## config.mk

```make
export PLATFORM = sky130hd
export DESIGN_NAME = rx_out_framer
export DESIGN_NICKNAME = d
export VERILOG_FILES = /design/src/rtl/rxo_pkg.sv /design/src/rtl/rxo_frame_ctl.sv /design/src/rtl/rxo_bit_launch.sv /design/src/rtl/rx_out_framer.sv
export SDC_FILE = /design/constraint.sdc
export NUM_CORES = 1
export LEC_CHECK = 0
export BUFFER_PORTS_ARGS = -buffer_cell sky130_fd_sc_hd__clkbuf_2
export CORE_AREA = 8 8 45 47
export CTS_BUF_LIST = sky130_fd_sc_hd__clkbuf_8
export DETAILED_ROUTE_END_ITERATION = 8
export DIE_AREA = 0 0 53 55
export SKIP_LAST_GASP = 1
export SYNTH_ARGS = -nofsm -noshare
export SYNTH_HDL_FRONTEND = slang
export SYNTH_SLANG_ARGS = --single-unit
```

## constraint.sdc

```tcl
create_clock -name clk_i -period 0.8 [get_ports clk_i]
set_input_delay 0.04 -clock clk_i [delete_from_list [all_inputs] [get_ports clk_i]]
set_output_delay 0.04 -clock clk_i [all_outputs]
set_load 0.01 [all_outputs]
```

## src/rtl/rxo_pkg.sv

```systemverilog
package rxo_pkg;
  typedef struct packed {
    logic data;
    logic crc;
  } rxo_bit_t;
endpackage

```

## src/rtl/rxo_frame_ctl.sv

```systemverilog
module rxo_frame_ctl (
  input  logic clk_i,
  input  logic rst_ni,
  input  logic rx_en_i,
  input  logic sfd_det_i,
  input  logic hdr_err_i,
  output logic act_o,
  output logic drop_o
);
  logic act_q;

  assign drop_o = !rx_en_i || hdr_err_i;
  assign act_o  = act_q;

  // drop has priority over a delimiter in the same cycle
  always_ff @(posedge clk_i or negedge rst_ni) begin
    if (!rst_ni)        act_q <= 1'b0;
    else if (drop_o)    act_q <= 1'b0;
    else if (sfd_det_i) act_q <= 1'b1;
  end


  sfd_sets_rdy_chk: assert property (@(posedge clk_i) disable iff (!rst_ni)
    (rx_en_i && !hdr_err_i && sfd_det_i) |=> act_q);

  drop_clears_rdy_chk: assert property (@(posedge clk_i) disable iff (!rst_ni)
    (!rx_en_i || hdr_err_i) |=> !act_q);
endmodule

```

## src/rtl/rxo_bit_launch.sv

```systemverilog
module rxo_bit_launch
  import rxo_pkg::*;
#(
  parameter int unsigned RISE_DLY = 2
) (
  input  logic     clk_i,
  input  logic     rst_ni,
  input  logic     act_i,
  input  logic     drop_i,
  input  logic     strb_i,
  input  rxo_bit_t bit_i,
  output logic     rxd_o,
  output logic     clk_o
);
  localparam int unsigned CNT_W = (RISE_DLY > 1) ? $clog2(RISE_DLY) : 1;
  localparam logic [CNT_W-1:0] CNT_LAST = CNT_W'(RISE_DLY - 1);

  rxo_bit_t         cur_q;
  logic             clk_q;
  logic             pend_q;
  logic [CNT_W-1:0] cnt_q;
  logic             accept;

  assign accept = act_i && !drop_i && strb_i;

  always_ff @(posedge clk_i or negedge rst_ni) begin
    if (!rst_ni) begin
      cur_q  <= '0;
      clk_q  <= 1'b0;
      pend_q <= 1'b0;
      cnt_q  <= '0;
    end else if (drop_i) begin
      cur_q  <= '0;
      clk_q  <= 1'b0;
      pend_q <= 1'b0;
      cnt_q  <= '0;
    end else if (accept) begin
      // launch on the falling edge
      cur_q  <= bit_i;
      clk_q  <= 1'b0;
      pend_q <= 1'b1;
      cnt_q  <= '0;
    end else if (pend_q) begin
      if (cnt_q == CNT_LAST) begin
        clk_q  <= !cur_q.crc;
        pend_q <= 1'b0;
      end else begin
        cnt_q <= cnt_q + 1'b1;
      end
    end
  end

  assign rxd_o = cur_q.data;
  assign clk_o = clk_q;


  idle_clk_low_chk: assert property (@(posedge clk_i) disable iff (!rst_ni)
    !act_i |-> !clk_q);

  launch_chk: assert property (@(posedge clk_i) disable iff (!rst_ni)
    accept |=> (!clk_q && rxd_o == $past(bit_i.data)));

  crc_gate_chk: assert property (@(posedge clk_i) disable iff (!rst_ni)
    cur_q.crc |-> !clk_q);

  drop_cancel_chk: assert property (@(posedge clk_i) disable iff (!rst_ni)
    drop_i |=> (!pend_q && !clk_q));
endmodule

```

## src/rtl/rx_out_framer.sv

```systemverilog
module rx_out_framer
  import rxo_pkg::*;
#(
  parameter int unsigned RISE_DLY = 2
) (
  input  logic clk_i,
  input  logic rst_ni,
  input  logic rx_en_i,
  input  logic bit_i,
  input  logic bit_vld_i,
  input  logic sfd_det_i,
  input  logic hdr_err_i,
  input  logic crc_fld_i,
  input  logic clk_inv_i,
  input  logic chan_busy_i,
  input  logic busy_inv_i,
  output logic ser_d_o,
  output logic bit_clk_o,
  output logic data_rdy_o,
  output logic chan_busy_o
);
  logic     act;
  logic     drop;
  logic     clk_raw;
  rxo_bit_t in_bit;

  assign in_bit = '{data: bit_i, crc: crc_fld_i};

  rxo_frame_ctl u_frame (
    .clk_i     (clk_i),
    .rst_ni    (rst_ni),
    .rx_en_i   (rx_en_i),
    .sfd_det_i (sfd_det_i),
    .hdr_err_i (hdr_err_i),
    .act_o     (act),
    .drop_o    (drop)
  );

  rxo_bit_launch #(.RISE_DLY(RISE_DLY)) u_launch (
    .clk_i  (clk_i),
    .rst_ni (rst_ni),
    .act_i  (act),
    .drop_i (drop),
    .strb_i (bit_vld_i),
    .bit_i  (in_bit),
    .rxd_o  (ser_d_o),
    .clk_o  (clk_raw)
  );

  assign data_rdy_o  = act;
  assign bit_clk_o   = clk_raw ^ clk_inv_i;
  assign chan_busy_o = chan_busy_i ^ busy_inv_i;


  idle_data_low_chk: assert property (@(posedge clk_i) disable iff (!rst_ni)
    !data_rdy_o |-> !ser_d_o);
endmodule

```

==> impl_metrics.json <==
{
  "grt_usage": 0.0478,
  "required_ps": 760,
  "status": "complete, but fails checks",
  "final_hold_viol_count": 0,
  "synth_cell_types": 11,
  "worstMarginPinSlew_ps": 187,
  "post-dp-hpwl_um": 499,
  "n_antenna_cell": 0,
  "initial_core_util": 0.201,
  "r2r_slack_ps": -70,
  "violations": "negative setup slack",
  "switching_share": 0.201,
  "switching_power_uw": 173,
  "final_area_um2": 475,
  "wire_per_inst_um": 10.6,
  "vias": 257,
  "dieWidth_um": 53,
  "routabilityCongestion": 0.717,
  "insertion_delay_ps": 220,
  "fmax_ghz": 1.09,
  "p_per_area_mw_per_mm2": 1810,
  "mostFrequentLayoutCell": "clkbuf_2",
  "area_growth_pct": 71.2,
  "cts_inserted_buffers": 3,
  "antenna_found_initial": 0,
  "htreeDepth": 1,
  "grt_max_degree": 8,
  "worstSetupPathType": "reg -> out",
  "drive_gt1_frac": 0.600,
  "dr.pass1.iters": 2,
  "clkPwrFrac": 0.530,
  "clockBufferDepth": 2,
  "seqPwrFrac": 0.369,
  "finalPower_uw": 858,
  "avgSynthCellArea_um2": 11.1,
  "drc": 0,
  "mostFrequentLayoutCells": "12 x clkbuf_2, 5 x dfrtp_1, 3 x a21oi_2, 3 x nand3_1, 3 x clkbuf_8",
  "hold_start": "sfd_det_i",
  "core-area_mm2": 0.00138,
  "r2r-start": "u_launch.cnt_q",
  "fin_util": 0.344,
  "placement.io_buffers": 14,
  "synthCells": 25,
  "nets": 57,
  "routed_wl_um": 649,
  "fin_skew_ps": 1.52,
  "fin_crit_sh": 1.15,
  "numClockSinks": 6,
  "fin_crit_ps": 918,
  "dieArea_mm2": 0.00292,
  "p_int_uw": 686,
  "combPwrFrac": 0.101,
  "hold_slack_ps": 32.5,
  "worst_slack_ps": -118,
  "yosysSeqAreaShare": 0.541,
  "maxCapViolCount": 0,
  "p_leak_uw": 0.000229,
  "rsz0062_at_grt": "true",
  "hold_class": "in -> reg",
  "slew_violations": 0,
  "ys_ff_latch": 6,
  "synth_nets": 36,
  "synth_warnings": 0,
  "rows": 14,
  "drt_iter0_markers": 3,
  "setup_viol": 5,
  "cp-start-kind": "flip-flop",
  "ant_nets": 0,
  "overflow": 0,
  "pin_count": 15,
  "peakVddDrop_mv": 1.54,
  "cts_tree": "yes",
  "path_max_fanout": 2,
  "fin_tns_setup_ps": -269,
  "die_height_um": 55,
  "synth_area_um2": 278,
  "cts-root-buf": "clkbuf_8",
  "via_per_inst": 4.21,
  "place_area_um2": 369,
  "crit_start": "u_launch.clk_o",
  "worstPathArrival_ps": 880,
  "grt_pass1_wl_um": 924,
  "clkTransAtPathRegs_ps": 40,
  "maxSlewHeadroom": 0.875,
  "cp-end-kind": "primary output",
  "grt_pass1_vias": 223
}
-- power groups by stage --
stage	clock, uW	sequential, uW	combinational [uW]
6_report	455	317	86.4
5_1_grt	499	317	95.3
4_1_cts	468	316	81.8
3_5_place_dp	0	319	73.3
3_3_place_gp	0	319	73.2
2_1_floorplan	0	320	24.8
-- state kept, by name (all words and copies together) (netlist names) --
signal           flops
u_frame.act_o        1
u_launch.clk_o       1
u_launch.cnt_q       1
u_launch.cur_q       1
u_launch.pend_q      1
u_launch.rxd_o       1
-- through the flow --
| stage | instances | setup WS (ps) |
|---|---|---|
| 2_1_floorplan | 25 | -20.2 |
| 3_3_place_gp | 55 | -21.6 |
| 3_5_place_dp | 55 | -61.0 |
| 4_1_cts | 61 | -130 |
| 5_1_grt | 61 | -158 |
| 6_report | 61 | -118 |
-- final cells by class --
class | instances | area (um^2)
sequential | 6 | 151
clock buffer | 3 | 41.3
multi-input combinational | 19 | 161
timing repair buffer | 16 | 97.6
tap | 16 | 20.0
clock inverter | 1 | 3.75
fill | 149 | 908
-- cell usage after synthesis --
| library cell | number | share of area |
|---|---|---|
| dfrtp_1 | 6 | 0.54 |
| a21bo_1 | 2 | 0.072 |
| nand2_1 | 1 | 0.014 |
| nor3b_1 | 1 | 0.027 |
| xor2_1 | 2 | 0.063 |
| nand2b_1 | 1 | 0.023 |
| nor2_1 | 3 | 0.041 |
| and4bb_1 | 1 | 0.045 |
| a21oi_1 | 4 | 0.072 |
| nand3_1 | 3 | 0.054 |
| nand2b_4 | 1 | 0.050 |
-- worst max-delay path, cell delays in order, from the launching register on --
cell	delay [ps]
dfrtp_1	380
xor2_1	140
buf_2	140
-- worst paths after layout --
path,end,cells after the start
max in group asynchronous,u_frame.act_o,2
worst min register to register,u_frame.act_o,2
min in group asynchronous,u_launch.cnt_q,2
worst min-delay path,u_frame.act_o,3
worst max-delay path,bit_clk_o,2
worst max register to register,u_launch.clk_o,2
-- kinds of logic after synthesis --
logic type / share of synthesized area
XOR/XNOR: 0.0631
AO/OA/AOI/OAI: 0.144
AND/OR/NAND/NOR: 0.252
flip-flops: 0.541
-- routing by layer --
layer,GRT usage,share of wire,vias to the layer above,routed length (um)
met5,0,0,-,0
met4,0.0517,0.017,0,11
li1,-,-,129,-
met3,0.0348,0.10,2,68
met2,0.0586,0.46,10,301
met1,0.0495,0.41,116,267
-- timing repair --
item | 4_1_cts | 5_1_grt
resized for setup | 4 | 8
hold buffers | 1 | 0
pin swaps | 5 | 2
setup buffers | 1 | 0
cloned | 0 | 0
endpoints found under the hold margin | 6 | 0
setup endpoints to repair | 6 | 7
No activity file was read; power rests on OpenSTA's default activity.
